**config.mk**
```make
export PLATFORM = sky130hd
export DESIGN_NAME = pcie_irq_collector
export DESIGN_NICKNAME = d
export VERILOG_FILES = /design/src/rtl/irq_col_pkg.sv /design/src/rtl/irq_col_intx.sv /design/src/rtl/irq_col_msi.sv /design/src/rtl/irq_col_regs.sv /design/src/rtl/pcie_irq_collector.sv
export SDC_FILE = /design/constraint.sdc
export NUM_CORES = 1
export LEC_CHECK = 0
export ABC_CLOCK_PERIOD_IN_PS = 3190
export BUFFER_PORTS_ARGS = -buffer_cell sky130_fd_sc_hd__buf_4
export CAP_MARGIN = 20
export CORE_MARGIN = 1
export CORE_UTILIZATION = 41
export CTS_CLUSTER_DIAMETER = 50
export CTS_CLUSTER_SIZE = 30
export DETAILED_ROUTE_END_ITERATION = 16
export PLACE_DENSITY = 0.66
export SKIP_LAST_GASP = 1
export SYNTH_ARGS = -nofsm -noshare
export SYNTH_HDL_FRONTEND = slang
export SYNTH_SLANG_ARGS = --single-unit
```
**constraint.sdc**
```tcl
create_clock -name clk -period 3.19 [get_ports clk]
set_input_delay 0.638 -clock clk [delete_from_list [all_inputs] [get_ports clk]]
set_output_delay 0.638 -clock clk [all_outputs]
set_load 0.01 [all_outputs]
```
**src/rtl/irq_col_pkg.sv**
```systemverilog
package irq_col_pkg;
  localparam int unsigned ADDR_W = 2;
  // word addresses of the software-visible registers
  localparam logic [ADDR_W-1:0] A_EN   = 2'd0;
  localparam logic [ADDR_W-1:0] A_STS  = 2'd1;
  localparam logic [ADDR_W-1:0] A_MSI0 = 2'd2;
endpackage

```
**src/rtl/irq_col_intx.sv**
```systemverilog
module irq_col_intx
  import irq_col_pkg::*;
#(
  parameter int unsigned INTX_N = 4,
  localparam int unsigned STS_W = INTX_N + 1
) (
  input  logic              clk,
  input  logic              rst,
  input  logic [INTX_N-1:0] intx_i,
  input  logic              done_i,
  input  logic              we_en,
  input  logic              we_sts,
  input  logic [STS_W-1:0]  wdata,
  output logic [STS_W-1:0]  en_o,
  output logic [STS_W-1:0]  sts_o,
  output logic              hit_nxt_o
);
  logic [STS_W-1:0] en_q, en_nxt;
  logic [STS_W-1:0] sts_q, sts_nxt;
  logic             done_nxt;

  always_comb begin
    en_nxt   = we_en ? wdata : en_q;
    // done flag: pulse sets, write-one clears, set wins
    done_nxt = done_i | (sts_q[INTX_N] & ~(we_sts & wdata[INTX_N]));
    sts_nxt  = {done_nxt, intx_i};
    hit_nxt_o = |(sts_nxt & en_nxt);
  end

  always_ff @(posedge clk) begin
    if (rst) begin
      en_q  <= '0;
      sts_q <= '0;
    end else begin
      en_q  <= en_nxt;
      sts_q <= sts_nxt;
    end
  end

  assign en_o  = en_q;
  assign sts_o = sts_q;


  intx_track_chk: assert property (@(posedge clk) disable iff (rst)
    !$past(rst) |-> sts_q[INTX_N-1:0] == $past(intx_i));


  done_clr_chk: assert property (@(posedge clk) disable iff (rst)
    (we_sts && wdata[INTX_N] && !done_i) |=> !sts_q[INTX_N]);


  done_set_chk: assert property (@(posedge clk) disable iff (rst)
    done_i |=> sts_q[INTX_N]);
endmodule

```
**src/rtl/irq_col_msi.sv**
```systemverilog
module irq_col_msi
  import irq_col_pkg::*;
#(
  parameter int unsigned DATA_W  = 32,
  parameter int unsigned MSI_VEC = 64,
  localparam int unsigned NBANK  = MSI_VEC / DATA_W,
  localparam int unsigned VEC_W  = $clog2(MSI_VEC),
  localparam int unsigned LANE_W = $clog2(DATA_W),
  localparam int unsigned BIDX_W = VEC_W - LANE_W,
  localparam int unsigned BE_W   = DATA_W / 8
) (
  input  logic                         clk,
  input  logic                         rst,
  input  logic                         db_valid,
  input  logic [BE_W-1:0]              db_be,
  input  logic [DATA_W-1:0]            db_data,
  input  logic                         we,
  input  logic [ADDR_W-1:0]            addr,
  input  logic [DATA_W-1:0]            wdata,
  output logic [NBANK-1:0][DATA_W-1:0] banks_o,
  output logic                         line_nxt_o,
  output logic                         err_o
);
  logic [NBANK-1:0][DATA_W-1:0] bank_q, bank_nxt;
  logic [NBANK-1:0]             clr_hit;
  logic [NBANK-1:0]             nz;
  logic                         full_wr, in_range, acc, bad;
  logic                         line_q, drop, err_q;
  logic [LANE_W-1:0]            lane;
  logic [BIDX_W-1:0]            bidx;
  logic                         wr_ones;

  assign full_wr  = db_valid && (db_be == '1);
  assign in_range = (db_data[DATA_W-1:VEC_W] == '0);
  assign acc      = full_wr && in_range;
  assign bad      = full_wr && !in_range;
  assign lane     = db_data[LANE_W-1:0];
  assign bidx     = db_data[VEC_W-1:LANE_W];
  assign wr_ones  = (wdata == '1);

  for (genvar g = 0; g < NBANK; g++) begin : g_bank
    localparam logic [ADDR_W-1:0] MY_ADDR = ADDR_W'(A_MSI0 + g);
    logic [DATA_W-1:0] set_v, clr_v;

    always_comb begin
      clr_hit[g] = we && (addr == MY_ADDR) && (wdata != '0);
      clr_v      = clr_hit[g] ? wdata : '0;
      set_v      = '0;
      if (acc && bidx == BIDX_W'(g)) set_v[lane] = 1'b1;
      bank_nxt[g] = (bank_q[g] & ~clr_v) | set_v;
      nz[g]       = |bank_nxt[g];
    end

    always_ff @(posedge clk) begin
      if (rst) bank_q[g] <= '0;
      else     bank_q[g] <= bank_nxt[g];
    end


    zero_wr_chk: assert property (@(posedge clk) disable iff (rst)
      (we && addr == MY_ADDR && wdata == '0 && !acc) |=> $stable(bank_q[g]));


    set_wins_chk: assert property (@(posedge clk) disable iff (rst)
      (acc && bidx == BIDX_W'(g) && clr_hit[g]) |=> (bank_q[g] != '0));
  end

  assign drop       = (|clr_hit) && !wr_ones && !(|nz);
  assign line_nxt_o = acc | (line_q & ~drop);

  always_ff @(posedge clk) begin
    if (rst) begin
      line_q <= 1'b0;
      err_q  <= 1'b0;
    end else begin
      line_q <= line_nxt_o;
      err_q  <= bad;
    end
  end

  assign banks_o = bank_q;
  assign err_o   = err_q;


  db_line_chk: assert property (@(posedge clk) disable iff (rst)
    acc |=> line_q);


  bad_err_chk: assert property (@(posedge clk) disable iff (rst)
    bad |=> (err_q && $stable(bank_q)));


  ones_keep_chk: assert property (@(posedge clk) disable iff (rst)
    (we && wr_ones && (|clr_hit)) |=> !$fell(line_q));
endmodule

```
**src/rtl/irq_col_regs.sv**
```systemverilog
module irq_col_regs
  import irq_col_pkg::*;
#(
  parameter int unsigned DATA_W = 32,
  parameter int unsigned STS_W  = 5,
  parameter int unsigned NBANK  = 2
) (
  input  logic                         clk,
  input  logic                         rst,
  input  logic [ADDR_W-1:0]            addr,
  input  logic [STS_W-1:0]             en,
  input  logic [STS_W-1:0]             sts,
  input  logic [NBANK-1:0][DATA_W-1:0] banks,
  output logic [DATA_W-1:0]            rdata_o
);
  logic [DATA_W-1:0] rd_nxt, rd_q;

  always_comb begin
    rd_nxt = '0;
    if (addr == A_EN)  rd_nxt[STS_W-1:0] = en;
    if (addr == A_STS) rd_nxt[STS_W-1:0] = sts;
    for (int g = 0; g < NBANK; g++) begin
      if (addr == ADDR_W'(A_MSI0 + g)) rd_nxt = banks[g];
    end
  end

  always_ff @(posedge clk) begin
    if (rst) rd_q <= '0;
    else     rd_q <= rd_nxt;
  end

  assign rdata_o = rd_q;
endmodule

```
**src/rtl/pcie_irq_collector.sv**
```systemverilog
module pcie_irq_collector
  import irq_col_pkg::*;
#(
  parameter int unsigned DATA_W  = 32,
  parameter int unsigned INTX_N  = 4,
  parameter int unsigned MSI_VEC = 64,
  localparam int unsigned STS_W  = INTX_N + 1,
  localparam int unsigned NBANK  = MSI_VEC / DATA_W,
  localparam int unsigned BE_W   = DATA_W / 8
) (
  input  logic              clk,
  input  logic              rst,
  input  logic [INTX_N-1:0] intx_i,
  input  logic              xfer_done_i,
  input  logic              db_valid_i,
  input  logic [BE_W-1:0]   db_be_i,
  input  logic [DATA_W-1:0] db_data_i,
  input  logic              reg_we_i,
  input  logic [ADDR_W-1:0] reg_addr_i,
  input  logic [DATA_W-1:0] reg_wdata_i,
  output logic [DATA_W-1:0] reg_rdata_o,
  output logic              irq_o,
  output logic              db_err_o
);
  logic [STS_W-1:0]             en, sts;
  logic                         hit_nxt, line_nxt;
  logic [NBANK-1:0][DATA_W-1:0] banks;
  logic                         irq_q;

  irq_col_intx #(.INTX_N(INTX_N)) u_intx (
    .clk       (clk),
    .rst       (rst),
    .intx_i    (intx_i),
    .done_i    (xfer_done_i),
    .we_en     (reg_we_i && reg_addr_i == A_EN),
    .we_sts    (reg_we_i && reg_addr_i == A_STS),
    .wdata     (reg_wdata_i[STS_W-1:0]),
    .en_o      (en),
    .sts_o     (sts),
    .hit_nxt_o (hit_nxt)
  );

  irq_col_msi #(.DATA_W(DATA_W), .MSI_VEC(MSI_VEC)) u_msi (
    .clk        (clk),
    .rst        (rst),
    .db_valid   (db_valid_i),
    .db_be      (db_be_i),
    .db_data    (db_data_i),
    .we         (reg_we_i),
    .addr       (reg_addr_i),
    .wdata      (reg_wdata_i),
    .banks_o    (banks),
    .line_nxt_o (line_nxt),
    .err_o      (db_err_o)
  );

  irq_col_regs #(.DATA_W(DATA_W), .STS_W(STS_W), .NBANK(NBANK)) u_regs (
    .clk     (clk),
    .rst     (rst),
    .addr    (reg_addr_i),
    .en      (en),
    .sts     (sts),
    .banks   (banks),
    .rdata_o (reg_rdata_o)
  );

  always_ff @(posedge clk) begin
    if (rst) irq_q <= 1'b0;
    else     irq_q <= hit_nxt | line_nxt;
  end

  assign irq_o = irq_q;


  rst_quiet_chk: assert property (@(posedge clk)
    rst |=> (!irq_o && !db_err_o));


  gate_chk: assert property (@(posedge clk) disable iff (rst)
    ((sts & en) != '0) |-> irq_o);
endmodule

```
==> flow_metrics.env, run 1 <==
export IMPL_outcome="finished with violations"
export IMPL_violations="design-rule violations"
export IMPL_required_ps=3400
export IMPL_die_y_um=112
export IMPL_synth_fp_nets=643
export IMPL_criticalPathCategory="input port to flop"
export IMPL_ios=113
export IMPL_clockBufferDepth=2
export IMPL_hold_class="flop to flop"
export IMPL_synth_ff_type="dfxtp_1"
export IMPL_hold_buffers=0
export IMPL_synth_edf_count=0
export IMPL_synth_distinct_cells=50
export IMPL_fin_crit_ps=2880
export IMPL_final_net_count=760
export IMPL_synth_adder_area_share_pct=0
export IMPL_path_clk_slew_ps=60
export IMPL_dpl_cell_count=813
export IMPL_gp_congestion=0.993
export IMPL_numPortBuffers=112
export IMPL_crit_path_end_kind="flop"
export IMPL_viasPerCell=5.90
export IMPL_arrival_ps=3100
export IMPL_h_tree_depth=3
export IMPL_routedWlPerCell_um=20.4
export IMPL_fillers=1085
export IMPL_final_max_slew_viol_count=0
export IMPL_setup_tns_ps=0
export IMPL_synthToLayoutAreaGrowth_pct=27.4
export IMPL_drt_iter0_drc=458
export IMPL_cts_setup_buffers=0
export IMPL_core_area_um2=11600
export IMPL_relSlewSlack_pct=46.2
export IMPL_postSynthCellCount=564
export IMPL_p_leak_nw=2.57
export IMPL_power_density_nw_per_um2=422
export IMPL_yosysSeqAreaShare_pct=44.1
export IMPL_async_reset_ff_share_pct=0
export IMPL_synth_simple_area_share_pct=25.5
export IMPL_clk_insertion_delay_late_ps=350
export IMPL_grt_pass1_wl_mm=26.3
export IMPL_grt_max_degree=44
export IMPL_rows=39
export IMPL_drtAntennaViolNets=0
export IMPL_synth_area_per_cell_um2=8.78
export IMPL_hpwl_mm=12.8
export IMPL_cts_sinks=109
export IMPL_cts_buffers=9
export IMPL_totalWireLength_mm=16.9
export IMPL_fin_skew_ps=8.90
export IMPL_vias=4889
export IMPL_vdd_ir_drop_max_mv=0.248
export IMPL_fmax_ghz=0.347
export IMPL_synth_warnings=0
export IMPL_dieArea_um2=12500
export IMPL_setup_viol_count_final=0
export IMPL_start_util_pct=42.7
export IMPL_synth_xor_area_share_pct=0
export IMPL_synth_compound_area_share_pct=17.5
export IMPL_first_pass_iters=12
export IMPL_grt_pass1_vias=4660
export IMPL_grt_use_total_pct=27.9
export IMPL_drive_gt1_share_pct=25.7
export IMPL_rsz0062_at_grt="false"
export IMPL_period_share_pct=90.4
export IMPL_n_antenna_cell=0
export IMPL_synthesis_area_um2=4950
export IMPL_cap_viol_max_count=0
export IMPL_drc=3
export IMPL_cts_root_buffer="clkbuf_16"
export IMPL_cp_start_kind="input port"
export IMPL_grt_overflow=0
export IMPL_worst_pin_slew_ps=805
export IMPL_postCtsResizedCells=0
export IMPL_ys_ff_latch=109
export IMPL_fp_dieW_um=112
export IMPL_hold_viol=0
export IMPL_antenna_found_initial=0
export IMPL_synth_top_family_by_area="simple AND/OR/NAND/NOR gates"
export IMPL_synthMuxAreaShare_pct=8.74
export IMPL_cp_max_fo=18
export IMPL_layout_cells_non_filler=828
export IMPL_cts_tree="yes"
report_power, final:
group | switching (W) | total [W] | internal [W]
Clock | 0.000497 | 0.00102 | 0.000527
Combinational | 0.000150 | 0.000267 | 0.000117
Sequential | 0.00000422 | 0.00137 | 0.00137
cells in the final DEF, fill, tap and decap left out, types with 5 or more instances in the layout:
master     synthesis  layout
nor2_1            84      84
clkbuf_16          0       9
mux4_2             5       5
nand4_1           16      16
a22oi_1           13      13
nor4_2             5       5
buf_4              1     138
dfxtp_1          109     109
nor2b_1            9       9
a21oi_1           50      50
a21boi_0          27      27
nand3_1            7       7
o21ai_0           18      18
nand2_1           53      53
and3_1             5       5
nor3_1             6       6
nor4_1            16      16
inv_1             18      18
mux2i_1           32      32
sequential cells by signal, summed over array words and instances (netlist names):
name            count
u_intx.sts_o        5
u_msi.line_q        1
u_regs.rdata_o     32
u_msi.banks_o      64
u_intx.en_o         5
u_msi.err_o         1
irq_o               1
layer usage:
metal	global-route usage (%)	routed length, um	vias to the layer above
li1	-	-	2263
met1	37.6	7120	2296
met2	44.3	7740	284
met3	5.28	1450	46
met4	10.6	555	0
met5	0	0	-
metrics by stage:
stage / utilization, % / setup WS [ps] / hold slack (ps) / cell area (um^2) / power (W)
after global placement: 52.1 / 164 / 478 / 6050 / 0.00167
final: 54.4 / 306 / 492 / 6310 / 0.00266
after CTS: 54.4 / 495 / 494 / 6310 / 0.00268
after floorplan: - / 652 / 445 / 4950 / 0.00152
after detailed placement: 52.1 / 135 / 478 / 6050 / 0.00167
after global routing: 54.4 / 367 / 516 / 6310 / 0.00276
final cells by class:
cell class,instances,area (um^2),area share [%]
clock buffer,10,229,3.63
clock inverter,5,36.3,0.575
inverter,18,67.6,1.07
multi-input combinational,404,2560,40.6
sequential,109,2180,34.6
tap,143,179,2.83
timing repair buffer,139,1060,16.7
synthesized netlist by cell type, types with 4 or more instances:
library cell,number,area share [%]
a21oi_1,50,5.1
nor3_1,6,0.61
a22oi_1,13,2.0
nor4_2,5,1.3
a21boi_0,27,4.1
nor4_1,16,2.0
mux4_2,5,2.3
buf_2,5,0.51
nand4_1,16,2.0
nor2b_1,9,1.1
nand2_1,53,4.0
buf_1,5,0.38
a2111oi_0,4,0.71
mux2i_1,32,6.5
o21ai_0,18,1.8
and3_1,5,0.63
clkbuf_1,21,1.6
dfxtp_1,109,44
nand3_1,7,0.71
inv_1,18,1.4
nor2_1,84,6.4
logic make-up after synthesis:
kind of cell	count (synthesis)
multiplexers	37
flip-flops	109
buffers and inverters	51
AND/OR/NAND/NOR	233
AO/OA/AOI/OAI	134
critical path, stage by stage:
cell and delay [ps]:
buf_4 130, and3b_1 260, buf_12 170, buf_4 180, a21boi_0 160, a2111oi_0 710
and4_1 290, nand4_1 110, nor4_2 330, a211oi_1 110
final timing paths:
kind | from | to | slack (ps) | cells past startpoint
worst max-delay path | reg_addr_i[0] | u_msi.line_q | 310 | 10
worst min-delay path | u_msi.banks_o[57] | u_regs.rdata_o[25] | 490 | 2
worst max register to register | u_msi.banks_o[9] | u_msi.line_q | 980 | 6
worst min register to register | u_msi.banks_o[57] | u_regs.rdata_o[25] | 490 | 2
Note: power is estimated with default switching activity, not from simulation.
==> run 2, diff against run 1 <==
Settings changed: SYNTH_HIERARCHICAL from default to 1.
==> flow_metrics.env, run 2 <==
export IMPL_largest_register_ffs=64
export IMPL_dieArea_um2=12600
export IMPL_period_share_pct=84.9
export IMPL_grt_pass1_vias=4873
export IMPL_crit_path_end_kind="flop"
export IMPL_gp_congestion=0.971
export IMPL_n_antenna_cell=0
export IMPL_slowest_stage="or4_1"
export IMPL_drt_iter0_drc=549
export IMPL_synth_area_per_cell_um2=8.87
export IMPL_die_y_um=112
export IMPL_fmax_ghz=0.369
export IMPL_path_clk_slew_ps=70
export IMPL_final_net_count=746
export IMPL_numPortBuffers=112
export IMPL_synth_top_cell_area_share_pct=43.7
export IMPL_cts_tree="yes"
export IMPL_hold_class="flop to flop"
export IMPL_seqCellArea_um2=2180
export IMPL_outcome="finished clean"
export IMPL_drive_gt1_share_pct=24.4
export IMPL_h_tree_depth=3
export IMPL_synthesis_area_um2=4990
export IMPL_start_util_pct=42.8
export IMPL_rsz0062_at_grt="false"
export IMPL_synth_edf_count=0
export IMPL_fin_skew_ps=6.72
export IMPL_antenna_found_initial=0
export IMPL_mostFrequentLayoutCell="buf_4"
export IMPL_drtAntennaViolNets=0
export IMPL_grt_pass1_wl_mm=26.7
export IMPL_final_cell_mix="131 x buf_4, 109 x dfxtp_1, 87 x nor2_1"
export IMPL_arrival_ps=2950
export IMPL_first_pass_iters=5
export IMPL_synth_area_leaders="dfxtp_1 44%, mux2i_1 7.6%, nor2_1 6.5%"
export IMPL_viasPerCell=6.23
export IMPL_power_density_nw_per_um2=435
export IMPL_ys_top_cells_by_count="109 x dfxtp_1, 87 x nor2_1, 59 x nand2_1"
export IMPL_final_max_slew_viol_count=0
export IMPL_vias=5076
export IMPL_cts_sinks=109
export IMPL_core_area_um2=11700
export IMPL_totalWireLength_mm=17.4
export IMPL_synth_warnings=6
export IMPL_cts_buffers=9
export IMPL_multiInputGateArea_um2=2590
export IMPL_fillers=1113
export IMPL_cts_root_buffer="clkbuf_16"
export IMPL_fp_dieW_um=112
export IMPL_required_ps=3440
export IMPL_cap_viol_max_count=0
export IMPL_critPathBufInv=2
export IMPL_hpwl_mm=12.9
export IMPL_routedWlPerCell_um=21.3
export IMPL_final_area_um2=6240
export IMPL_synth_fp_nets=642
export IMPL_hold_buffers=0
export IMPL_setup_tns_ps=0
export IMPL_synth_distinct_cells=53
export IMPL_postCtsResizedCells=0
export IMPL_cp_max_fo=27
export IMPL_synthToLayoutAreaGrowth_pct=24.9
export IMPL_async_reset_ff_share_pct=0
export IMPL_grt_max_degree=47
export IMPL_ys_ff_latch=109
export IMPL_drc=0
export IMPL_relSlewSlack_pct=25.2
export IMPL_synth_top_cell_by_area="dfxtp_1"
export IMPL_criticalPathCategory="input port to flop"
export IMPL_postSynthCellCount=563
export IMPL_cp_cell_sequence="buf_4 > and3b_1 > buf_4 > nand2_1 > nand2_1 > nand3_1 > or4_1 > nor4_2 > a31oi_1 > o21ba_2"
export IMPL_worst_pin_slew_ps=1120
export IMPL_clockBufferDepth=2
export IMPL_power_w=0.00271
export IMPL_fin_crit_ps=2710
export IMPL_yosysSeqAreaShare_pct=43.7
export IMPL_place_area_um2=5960
export IMPL_p_leak_nw=2.48
export IMPL_critPathTopFamily="simple AND/OR/NAND/NOR gates"
export IMPL_grt_overflow=0
export IMPL_r2r_slack_ps=850
export IMPL_grt_use_total_pct=28.0
export IMPL_hold_viol=0
export IMPL_ios=113
export IMPL_synth_most_common_cell="dfxtp_1"
export IMPL_setup_viol_count_final=0
export IMPL_cp_start_kind="input port"
export IMPL_synth_ff_type="dfxtp_1"
export IMPL_vdd_ir_drop_max_mv=0.251
export IMPL_rows=39
export IMPL_cts_setup_buffers=0
export IMPL_cpPeakStageDelay_ps=530
export IMPL_clk_insertion_delay_late_ps=350
==> run 2: through the flow <==
| stage | cells | utilization, % | worst slack [ps] | hold slack (ps) |
|---|---|---|---|---|
| 2_1_floorplan | 563 | - | 634 | 450 |
| 3_3_place_gp | 799 | 51.1 | 231 | 482 |
| 3_5_place_dp | 799 | 51.1 | 186 | 486 |
| 4_1_cts | 815 | 53.5 | 546 | 504 |
| 5_1_grt | 815 | 53.5 | 342 | 506 |
| 6_report | 815 | 53.5 | 483 | 505 |
==> run 2: kinds of logic (layout without fill, tap and decap cells) <==
logic type,Yosys count,after routing,share of synthesized area (%)
buffers and inverters,41,150,4.58
muxes,43,43,8.89
and+or+nand+nor,258,258,26.4
DFF,109,109,43.7
AOI/OAI and AO/OA,112,112,16.4
==> run 2: layer usage <==
layer  share of wire (%)  track usage [%]
met2                  45             44.1
met4                 3.8             11.5
met1                  41             37.0
met5                   0                0
met3                  10             6.37
==> run 2: power by group <==
group	internal, W	leakage, nW	total (W)	switching [W]
registers	0.00137	0.880	0.00137	0.00000365
logic	0.000118	1.48	0.000285	0.000167
clock network	0.000536	0.125	0.00106	0.000521
==> run 2: layout make-up <==
type                       count  share of cell area, %
clock buffer                  10                   3.67
clock inverter                 6                  0.782
inverter                       2                  0.120
multi-input combinational    413                   41.5
sequential                   109                   35.0
tap                          143                   2.87
timing repair buffer         132                   16.1
==> run 2: final timing paths <==
path	startpoint	endpoint	cells past startpoint
hold / removal	u_msi/banks_o[15]	u_regs/rdata_o[15]	2
setup / recovery	reg_addr_i[0]	irq_o	10
setup reg to reg	u_msi/banks_o[14]	irq_o	9
hold reg to reg	u_msi/banks_o[15]	u_regs/rdata_o[15]	2
==> run 2: worst reg2reg max path, stage by stage (launching register included) <==
cell and delay [ps]:
dfxtp_1 350, o21a_1 190, a2111oi_0 400, nand4_1 150, nor4_1 210, buf_4 170
nand4_1 70, nor4_1 300, a31oi_1 160, o21ba_2 230
